`src/rtl/gbx66_pkg.sv`:
```
package gbx66_pkg;
  localparam int HDR_W    = 2;
  localparam int PAY_W    = 64;
  // Each block adds HDR_W extra bits; after W/HDR_W blocks the spare equals one word.
  // (W/2) blocks * (64/W) slices = 32 slices per period, independent of W.
  localparam int SEQ_LAST = PAY_W / HDR_W;
  localparam int SEQ_W    = $clog2(SEQ_LAST + 1);

  function automatic int slices_per_blk(input int w);
    return PAY_W / w;
  endfunction
endpackage

```
`src/rtl/gbx_rst_sync.sv`:
```
module gbx_rst_sync (
  input  logic clk,
  input  logic rst_n,
  output logic rst_sync_n
);
  logic [1:0] sync_q;
  logic [1:0] sync_d;

  always_comb begin
    sync_d = {sync_q[0], 1'b1};
  end

  always_ff @(posedge clk or negedge rst_n) begin
    if (!rst_n) sync_q <= 2'b00;
    else        sync_q <= sync_d;
  end

  assign rst_sync_n = sync_q[1];
endmodule

```
`src/rtl/gbx_seq.sv`:
```
module gbx_seq import gbx66_pkg::*; #(
  parameter int W = 16
) (
  input  logic             clk,
  input  logic             rst_n,
  input  logic             ext_mode,
  input  logic [SEQ_W-1:0] ext_seq,
  output logic [SEQ_W-1:0] seq_act,
  output logic             pause,
  output logic             blk_start
);
  localparam int               SPB    = slices_per_blk(W);
  localparam logic [SEQ_W-1:0] SPB_M  = SEQ_W'(SPB - 1);
  localparam logic [SEQ_W-1:0] LAST_V = SEQ_W'(SEQ_LAST);

  logic [SEQ_W-1:0] cnt_q;
  logic [SEQ_W-1:0] cnt_d;

  always_comb begin
    seq_act   = ext_mode ? ext_seq : cnt_q;
    pause     = (seq_act == LAST_V);
    blk_start = !pause && ((seq_act & SPB_M) == '0);
    // counter follows the active value so a mode change keeps the phase
    if (seq_act >= LAST_V) cnt_d = '0;
    else                   cnt_d = seq_act + SEQ_W'(1);
  end

  always_ff @(posedge clk or negedge rst_n) begin
    if (!rst_n) cnt_q <= '0;
    else        cnt_q <= cnt_d;
  end
endmodule

```
`src/rtl/gbx_pack.sv`:
```
module gbx_pack import gbx66_pkg::*; #(
  parameter int W = 16
) (
  input  logic                               clk,
  input  logic                               rst_n,
  input  logic                               take,
  input  logic                               hdr_sel,
  input  logic [HDR_W-1:0]                   hdr,
  input  logic [W-1:0]                       data,
  output logic [W-1:0]                       word_q,
  output logic [$clog2(2*W+HDR_W+1)-1:0]     fill_q
);
  localparam int CW = 2*W + HDR_W;        // leftover plus newest bits
  localparam int NW = W + HDR_W;          // widest input contribution
  localparam int FW = $clog2(CW + 1);

  logic [W-1:0]  res_q, res_d, word_d;
  logic [FW-1:0] fill_d, nbits, total;
  logic [NW-1:0] nb;
  logic [CW-1:0] merged;

  always_comb begin
    nb    = '0;
    nbits = '0;
    if (take) begin
      if (hdr_sel) begin
        nb    = {hdr, data};
        nbits = FW'(NW);
      end else begin
        nb    = {data, {HDR_W{1'b0}}};
        nbits = FW'(W);
      end
    end
    // leftover sits left-aligned; new bits land right after it
    merged = {res_q, {NW{1'b0}}} | ({nb, {W{1'b0}}} >> fill_q);
    word_d = merged[CW-1 -: W];
    res_d  = merged[NW-1 -: W];
    total  = fill_q + nbits;
    fill_d = (total > FW'(W)) ? (total - FW'(W)) : '0;
  end

  always_ff @(posedge clk or negedge rst_n) begin
    if (!rst_n) begin
      word_q <= '0;
      res_q  <= '0;
      fill_q <= '0;
    end else begin
      word_q <= word_d;
      res_q  <= res_d;
      fill_q <= fill_d;
    end
  end
endmodule

```
`src/rtl/gbx66_tx.sv`:
```
module gbx66_tx import gbx66_pkg::*; #(
  parameter int W = 16
) (
  input  logic             clk,
  input  logic             rst_n,
  input  logic             ext_seq_mode,
  input  logic [SEQ_W-1:0] ext_seq,
  input  logic [HDR_W-1:0] blk_hdr,
  input  logic [W-1:0]     blk_data,
  output logic [SEQ_W-1:0] seq_out,
  output logic             in_pause,
  output logic [W-1:0]     word_out
);
  localparam int FILL_W = $clog2(2*W + HDR_W + 1);

  logic              rst_s_n;
  logic              blk_start;
  logic [FILL_W-1:0] fill_lvl;

  gbx_rst_sync u_rst (
    .clk        (clk),
    .rst_n      (rst_n),
    .rst_sync_n (rst_s_n)
  );

  gbx_seq #(.W(W)) u_seq (
    .clk       (clk),
    .rst_n     (rst_s_n),
    .ext_mode  (ext_seq_mode),
    .ext_seq   (ext_seq),
    .seq_act   (seq_out),
    .pause     (in_pause),
    .blk_start (blk_start)
  );

  gbx_pack #(.W(W)) u_pack (
    .clk     (clk),
    .rst_n   (rst_s_n),
    .take    (!in_pause),
    .hdr_sel (blk_start),
    .hdr     (blk_hdr),
    .data    (blk_data),
    .word_q  (word_out),
    .fill_q  (fill_lvl)
  );
endmodule

```
`config.mk`:
```
export PLATFORM = sky130hd
export DESIGN_NAME = gbx66_tx
export DESIGN_NICKNAME = d
export VERILOG_FILES = /design/src/rtl/gbx66_pkg.sv /design/src/rtl/gbx_rst_sync.sv /design/src/rtl/gbx_seq.sv /design/src/rtl/gbx_pack.sv /design/src/rtl/gbx66_tx.sv
export SDC_FILE = /design/constraint.sdc
export NUM_CORES = 1
export LEC_CHECK = 0
export CAP_MARGIN = 20
export CORE_MARGIN = 4
export CORE_UTILIZATION = 57
export CTS_BUF_LIST = sky130_fd_sc_hd__clkbuf_16
export DETAILED_ROUTE_END_ITERATION = 10
export HOLD_SLACK_MARGIN = 0.02
export PLACE_DENSITY_LB_ADDON = 0.2
export SLEW_MARGIN = 20
export SYNTH_ARGS = -nofsm -noshare
export SYNTH_HDL_FRONTEND = slang
export SYNTH_SLANG_ARGS = --single-unit
export TNS_END_PERCENT = 20
```
`constraint.sdc`:
```
create_clock -name clk -period 3.1 [get_ports clk]
set_input_delay 0.465 -clock clk [delete_from_list [all_inputs] [get_ports clk]]
set_output_delay 0.465 -clock clk [all_outputs]
set_load 0.005 [all_outputs]
```
## Yosys cells after proc, flatten, opt, wreduce, memory -nomap -nowiden

Cells that the tools add are included.

- Bits in latches: 0
- Word-level logic and storage cells: 23
- ROM bits: 0
- Memory bits (writable): 0
- Input bits: 27
- Output and inout bits: 23
- Register bits: 46
- Memories kept: 0

- Bitwise operators: 1
- $mul: 0
- Reduce and logical (&&, ||, !) cells: 3
- Add/sub/neg operators: 3
- Mux-type cells: 7
- $lt $le $gt $ge: 2
- Eq/ne operators: 1
- Shift-type cells: 1
- Divide/modulo/power cells: 0

Operators with widths:

| operator | number |
|---|---|
| 2-to-1 mux 18 bit | 2 |
| bitwise OR 34 bit | 1 |
| >> shifter 34 x 6 -> 34 bit | 1 |
| 2-to-1 mux 6 bit | 3 |
| adder 6 x 1 -> 6 bit (second input constant) | 1 |
| adder 6 x 5 -> 6 bit | 1 |
| equality test 6 bit (second input constant) | 1 |
| >= comparator 6 bit (second input constant) | 1 |
| > comparator 6 x 5 -> 1 bit (second input constant) | 1 |
| zero test 6 bit | 1 |
| subtractor 6 x 5 -> 6 bit (second input constant) | 1 |
| 2-to-1 mux 5 bit | 1 |
| 2-to-1 mux 2 bit | 1 |
| logical AND 1 bit | 1 |
| zero test 1 bit | 1 |

## Depth between registers and ports, before layout

Gate-level depths: netlist (run 1).

- Depth after elaboration: 9
- Mapped depth: 15
- Gate-level depth less buffers: 11

## Hierarchy

From an unflattened synthesis (run 1), not the netlist that was laid out.

- Cell total of the unflattened synthesis: 278
- Area, all modules: 2702.6 um2

By module, submodules not included:

| module | cells an instance | sequential area each (um2) | times used | area an instance (um2) |
|---|---|---|---|---|
| gbx_pack | 239 | 925.9 | 1 | 2240.9 |
| gbx_seq | 35 | 150.1 | 1 | 404.1 |
| gbx_rst_sync | 3 | 50.0 | 1 | 53.8 |
| gbx66_tx | 1 | 0.0 | 1 | 3.8 |

## Worst setup path before layout (run 1)

OpenSTA, ideal clock, no wires.

- Path type: input to register
- Start: in ext_seq_mode
- End: reg u_pack.fill_q[1]
- Buffers on the path: 4
- Arrival time: 2.936 ns
- Stages on the path: 15
- Data required time: 2.981 ns
- Setup slack: 0.045 ns
- Cells stage by stage: buf_4 -> mux2_2 -> inv_1 -> ha_1 -> buf_6 -> buf_12 -> buf_6 -> nand2_1 -> and2_1 -> ha_1 -> ha_1 -> a31oi_1 -> xor2_1 -> nand2_1 -> and2_1

- Word-level cells in the longest chain between the ends: 9
- Elaborated cells on any way between the ends: 11
- Those cells by class: add/sub: 2; order compare: 1; eq/ne: 1; mux: 4; reduce/logical: 3

RTL lines:

| what | RTL line | RTL |
|---|---|---|
| start, declared | gbx66_tx.sv:6 | `input logic ext_seq_mode,` |
| 2-to-1 mux 6 bit (*) | gbx_seq.sv:20 | `seq_act = ext_mode ? ext_seq : cnt_q;` |
| named net seq_out[0] | gbx66_tx.sv:10 | `output logic [SEQ_W-1:0] seq_out,` |
| equality test 6 bit | gbx_seq.sv:21 | `pause = (seq_act == LAST_V);` |
| zero test 1 bit | gbx_seq.sv:22 | `blk_start = !pause && ((seq_act & SPB_M) == '0);` |
| logical AND 1 bit | gbx_seq.sv:22 |  |
| 2-to-1 mux 2 bit | gbx_pack.sv:26 | `if (hdr_sel) begin` |
| 2-to-1 mux 5 bit (*) | gbx_pack.sv:25 | `if (take) begin` |
| adder 6 x 5 -> 6 bit (*) | gbx_pack.sv:38 | `total = fill_q + nbits;` |
| subtractor 6 x 5 -> 6 bit or > comparator 6 x 5 -> 1 bit (tied branches) | gbx_pack.sv:39 | `fill_d = (total > FW'(W)) ? (total - FW'(W)) : '0;` |
| 2-to-1 mux 6 bit (*) | gbx_pack.sv:39 |  |
| named net u_pack.fill_d[1] | gbx_pack.sv:18 | `logic [FW-1:0] fill_d, nbits, total;` |
| end signal, assigned | gbx_pack.sv:50 | `fill_q <= fill_d;` |
| end, declared | gbx_pack.sv:11 | `output logic [$clog2(2*W+HDR_W+1)-1:0] fill_q` |

The timed path passes the listed nets; every way through them passes the cells marked *.

## Worst setup path in the final report (run 1)

- Start: in ext_seq_mode
- End: out in_pause

- Word-level cells in the longest chain between the ends: 2

RTL lines:

| what | RTL line | RTL |
|---|---|---|
| 2-to-1 mux 6 bit | gbx_seq.sv:20 |  |
| equality test 6 bit | gbx_seq.sv:21 |  |
| end, declared | gbx66_tx.sv:11 | `output logic in_pause,` |

No other way between the ends.

==> out/results.txt, run 1 <==
Yosys top cell by area - dfrtp_1
TritonCTS clock tree - built
Final Hold Viols - 0
antenna diode instance count - 0
worst hold slack - 0.3361 ns
initial antenna violation count - 0
synth top area cells - dfrtp_1, mux2i_1, mux2_2
Seq/Total Area, Yosys - 0.4085
htree depth - 2
Max-slew headroom - 0.3868
clk buf depth - 2
GPL Wtd Cong - 0.9495
Worst path max stage delay - 0.51 ns
Total GRT Usage - 0.2483
number of routed nets with antenna violations - 0
syn_nets - 313
first-pass GRT wire length - 12,030 microns
largest net degree at the start of global routing - 44
Core Box Area - 4692 sq um
setup bufs post-CTS - 0
Yosys top cell area share - 0.4085
synthesized area per cell - 9.809 sq um
Final WS setup - 0.1636 ns
Crit. End Element - output pin
initial drt markers - 341
clk_skew - 0.008297 ns
flops & latches, synth - 45
largest family of logic cells by synthesized area - compound AO/OA/AOI/OAI gates
worst skew pair latency - 0.29 ns
# IOs - 50
top routing layer in use - met4
WL met3 - 504 microns
hpwl dp - 5156 microns
post-CTS sizing - 0
dpl ws - -0.08539 ns
synthesized netlist cell count - 281
Die ar. - 6012 sq um
met2 WL post-DR - 3511 microns
XOR/XNOR Fraction of Synth Area - 0.01906
num rows - 25
post-synthesis mux area share - 0.1139
vias - 2,522
Pre-antenna DRT Iters - 5
Post-synth ARST share - 1.000
FILL cells - 320
maximum fanout along the worst path - 4
CP Launch Type - primary input
Area growth, synth to finish - 29.96%
vias per cell - 6.274
Starting Density - 0.5875
list of most frequent post-synthesis cells - dfrtp_1, nand2_1, nor2_1
Setup CP Type - primary input to output pin
global route total overflow - 0
r2r startpoint - u_seq.cnt_q[0]$_DFF_PN0_
fin. max-slew vios - 0
post-synthesis compound-gate area fraction - 0.2419
Die Y - 77.54 microns
fin crit period - 2.936 ns
Worst Path Buf+Inv - 5
Setup violations, final - 0
DRT Wirelength - 7046 microns
Critical Path AT - 2.47 ns
VDD IR-drop max - 0.7435 mV
max_cap viols - 0
DP Area - 3432 sq um
HP Class - primary input to asynchronous set/reset pin
worst slew pin tran - 0.9198 ns
DRC viols - 0
I/O Buffers - 49
CP Launch Point - ext_seq_mode
synth warn - 0
layout cells sized above 1 - 0.1810
Highest Clock Rate - 340.6 MHz
predominant post-synthesis flop cell - dfrtp_1
post-synthesis adder-cell area fraction - 0.02270
Root Buffer - clkbuf_16
RSZ-0062 raised after global routing - false
Post-Syn Area - 2756 sq um
cts hold-fix bufs - 0
Cell variety after synth - 56
vias in the first global route - 2,655
CTS buffer count - 5
met1 WL - 2833 microns
status - finished, final reports clean
slowest CP cell - clkdlybuf4s50_1
number of synthesized flops with an enable pin - 0
post-synthesis simple-gate area fraction - 0.1348
top-count cell post-synth - dfrtp_1
family with the most delay on the worst path - buffers and inverters
clk sinks - 45
worst endpoint required time - 2.63 ns
Final Cell Area - 3582 sq um
final net count - 379
WL/cell - 17.53 microns
P_leak - 1.583 nW
Clk pin slew, worst setup/hold paths - 0.07 ns
Power per Cell Area - 923.1 nW/um^2
period utilization - 0.9472
Die Wd - 77.54 microns
Cell Chain, Critical Path - clkdlybuf4s50_1 > buf_4 > mux2i_1 > ha_1 > nand2_1 > buf_4 > inv_1 > clkdlybuf4s50_1
-- power by group --
part,internal (mW),switching [mW]
clock,0.303,0.229
combinational,0.888,0.926
sequential,0.810,0.150
total,2.00,1.31
-- flip-flops by register name (all words and copies together) (netlist names) --
| signal | flops |
|---|---|
| u_pack.word_q | 16 |
| u_pack.fill_q | 5 |
| u_rst.sync_q | 2 |
| u_pack.res_q | 16 |
| u_seq.cnt_q | 6 |
-- final cells by class --
cell class	instances	area [sq um]	area share
tap	54	67.56	0.01886
clock inverter	3	25.02	0.006986
inverter	12	45.04	0.01257
sequential	45	1127	0.3147
clock buffer	5	125.1	0.03493
timing repair buffer	78	720.7	0.2012
multi-input combinational	205	1471	0.4108
-- metal layers --
metal  vias to the layer above  global-route usage
met5                         -                   0
met4                         0              0.1050
met3                        24             0.04872
met2                       145              0.4283
met1                      1189              0.3020
li1                       1164                   -
-- metrics by stage --
stage	power [mW]	util	instances	setup TNS (ns)
detailed placement	2.737	0.7315	394	-0.2775
global route	3.521	0.7635	402	0
global placement	2.708	0.7315	394	-0.01962
floorplan	2.082	-	281	0
CTS	3.286	0.7635	402	0
finish	3.307	0.7635	402	0
-- kinds of logic (layout without fill, tap and decap cells) --
kind of cell | after synthesis | in the layout
other cells | 1 | 1
fa+ha+maj | 5 | 5
compound gates | 85 | 85
buf+inv | 31 | 98
simple gates | 80 | 80
mux | 28 | 28
xor+xnor | 6 | 6
flops | 45 | 45
-- path summary, 6_finish.rpt --
check	to	slack, ns	cells after the start
hold / removal	u_rst.sync_q[0]$_DFF_PN0_	0.34	1
max in group asynchronous	u_pack.fill_q[2]$_DFF_PN0_	2.11	0
setup / recovery	in_pause	0.16	8
min in group clk	u_rst.sync_q[1]$_DFF_PN0_	0.36	0
hold reg to reg	u_rst.sync_q[1]$_DFF_PN0_	0.36	0
setup reg to reg	u_pack.res_q[10]$_DFF_PN0_	0.60	9
-- cells in the final DEF, fill, tap and decap left out, drive strengths merged, types with 6 or more instances in the layout --
master         count
nor2              25
mux2              11
nand3              6
a21oi             13
o22ai             10
a22oi              6
dfrtp             45
mux2i             17
a21o               8
inv               13
clkdlybuf4s50     49
and2               7
nand2             24
buf               29
Power figures use the tool's default switching activity.
==> inputs of run 2 (changes only) <==
Settings changed: GPL_TIMING_DRIVEN from default to 0, TNS_END_PERCENT 20 to 30.
==> out/results.txt, run 2 (synthesized netlist as in run 1, its figures left out) <==
cts hold-fix bufs - 0
hpwl dp - 5289 microns
fin cells - 399
CTS buffer count - 5
Final Hold Viols - 0
NetSw - 1.349 mW
Setup CP Type - primary input to flip-flop
first-pass GRT wire length - 12,430 microns
HP Class - flip-flop to asynchronous set/reset pin
Highest Clock Rate - 337.6 MHz
CP Launch Type - primary input
initial antenna violation count - 0
vias - 2,545
Clk pin slew, worst setup/hold paths - 0.07 ns
Setup TNS Final - 0 ns
period utilization - 0.9557
WL/cell - 18.38 microns
sw frac - 0.4073
Placed Instances - 384
worst skew pair latency - 0.29 ns
Crit. End Element - flip-flop
TritonCTS clock tree - built
final net count - 376
# IOs - 50
global route total overflow - 0
fin. max-slew vios - 0
DRC viols - 0
Max-slew headroom - 0.5843
Die Y - 77.54 microns
vias per cell - 6.378
max_cap viols - 0
layout cells sized above 1 - 0.1565
worst slew pin tran - 0.6236 ns
FILL cells - 327
Regs by FF count - u_pack.res_q (16), u_pack.word_q (16), u_seq.cnt_q (6)
DRT Wirelength - 7333 microns
antenna diode instance count - 0
htree depth - 2
RSZ-0062 raised after global routing - false
vias in the first global route - 2,538
maximum fanout along the worst path - 7
largest net degree at the start of global routing - 34
status - finished, final reports clean
Die Wd - 77.54 microns
CP Launch Point - ext_seq[0]
Setup violations, final - 0
num rows - 25
worst endpoint required time - 3.28 ns
clk_skew - 0.005248 ns
Combinational Power Share - 0.565
GPL Wtd Cong - 0.9284
Core Box Area - 4692 sq um
clk sinks - 45
Die ar. - 6012 sq um
Total GRT Usage - 0.2590
P_leak - 1.538 nW
Reg power frac - 0.271
Power per Cell Area - 938.1 nW/um^2
Root Buffer - clkbuf_16
P_int - 1.963 mW
clk buf depth - 2
number of routed nets with antenna violations - 0
Clock power frac - 0.164
VDD IR-drop max - 0.6946 mV
Starting Density - 0.5875
Critical Path AT - 3.14 ns
fin crit period - 2.963 ns
most frequent cells in the layout - clkdlybuf4s50_1, dfrtp_1, nor2_1
initial drt markers - 254
Pre-antenna DRT Iters - 5
I/O Buffers - 48
commonest non-fill, non-tap cell in the layout - clkdlybuf4s50_1
Area growth, synth to finish - 28.10%
r2r startpoint - u_seq.cnt_q[0]$_DFF_PN0_
-- run 2: worst paths after layout --
| check | to | slack (ns) | cells past startpoint |
|---|---|---|---|
| setup reg to reg | u_pack.word_q[2]$_DFF_PN0_ | 0.38 | 10 |
| hold reg to reg | u_pack.word_q[7]$_DFF_PN0_ | 0.14 | 0 |
| hold / removal | u_pack.word_q[7]$_DFF_PN0_ | 0.14 | 0 |
| setup / recovery | u_pack.word_q[2]$_DFF_PN0_ | 0.14 | 11 |
| max in group asynchronous | u_pack.fill_q[1]$_DFF_PN0_ | 2.51 | 1 |
| min in group clk | u_rst.sync_q[1]$_DFF_PN0_ | 0.37 | 0 |
-- run 2: final cells by class --
class,instances,area [sq um],area share
Clock buffer,5,125.1,0.03544
Clock inverter,3,25.02,0.007087
Inverter,12,45.04,0.01276
Timing Repair Buffer,57,560.5,0.1588
Buffer,18,102.6,0.02906
Tap cell,54,67.56,0.01914
Sequential cell,45,1127,0.3193
Multi-Input combinational cell,205,1478,0.4185
-- run 2: metal layers --
metal,part of all wire,vias up,routed length [microns],global-route usage
li1,-,1157,-,-
met1,0.41,1216,2973,0.3516
met2,0.49,153,3601,0.4206
met3,0.081,19,593,0.05568
met4,0.022,0,164,0.06940
met5,0,-,0,0
-- run 2: worst max-delay path, stage by stage --
cell and delay, ns:
clkdlybuf4s50_1 0.41, mux2_2 0.31, inv_1 0.07, ha_1 0.19
buf_6 0.13, buf_4 0.17, mux2_2 0.39, a22o_1 0.24
a21oi_1 0.36, nand2_1 0.12, a31o_2 0.27
-- run 2: through the flow --
| step | cell area, sq um | hold WS, ns | setup slack (ns) | power, mW | util |
|---|---|---|---|---|---|
| after floorplan | 2756 | 0.1694 | 0.04518 | 2.082 | - |
| after global placement | 3304 | 0.3395 | -0.4389 | 2.667 | 0.7043 |
| after detailed placement | 3326 | 0.1410 | -0.5018 | 2.688 | 0.7088 |
| after CTS | 3493 | 0.1453 | 0.01731 | 3.268 | 0.7445 |
| after global routing | 3531 | 0.1574 | 0.03064 | 3.525 | 0.7525 |
| final | 3531 | 0.1352 | 0.1375 | 3.312 | 0.7525 |
-- run 2: repair_timing --
item,in CTS,in global routing
resized for setup,1,1
endpoints found under the setup margin,6,8
pin swaps,1,1
buffers inserted,2,6
-- run 2: power groups by stage --
stage	Combinational (mW)	Sequential, mW	Clock (mW)
after floorplan	1.17	0.908	0
after global placement	1.76	0.906	0
after detailed placement	1.78	0.906	0
after CTS	1.82	0.897	0.548
after global routing	2.02	0.923	0.581
final	1.87	0.896	0.543
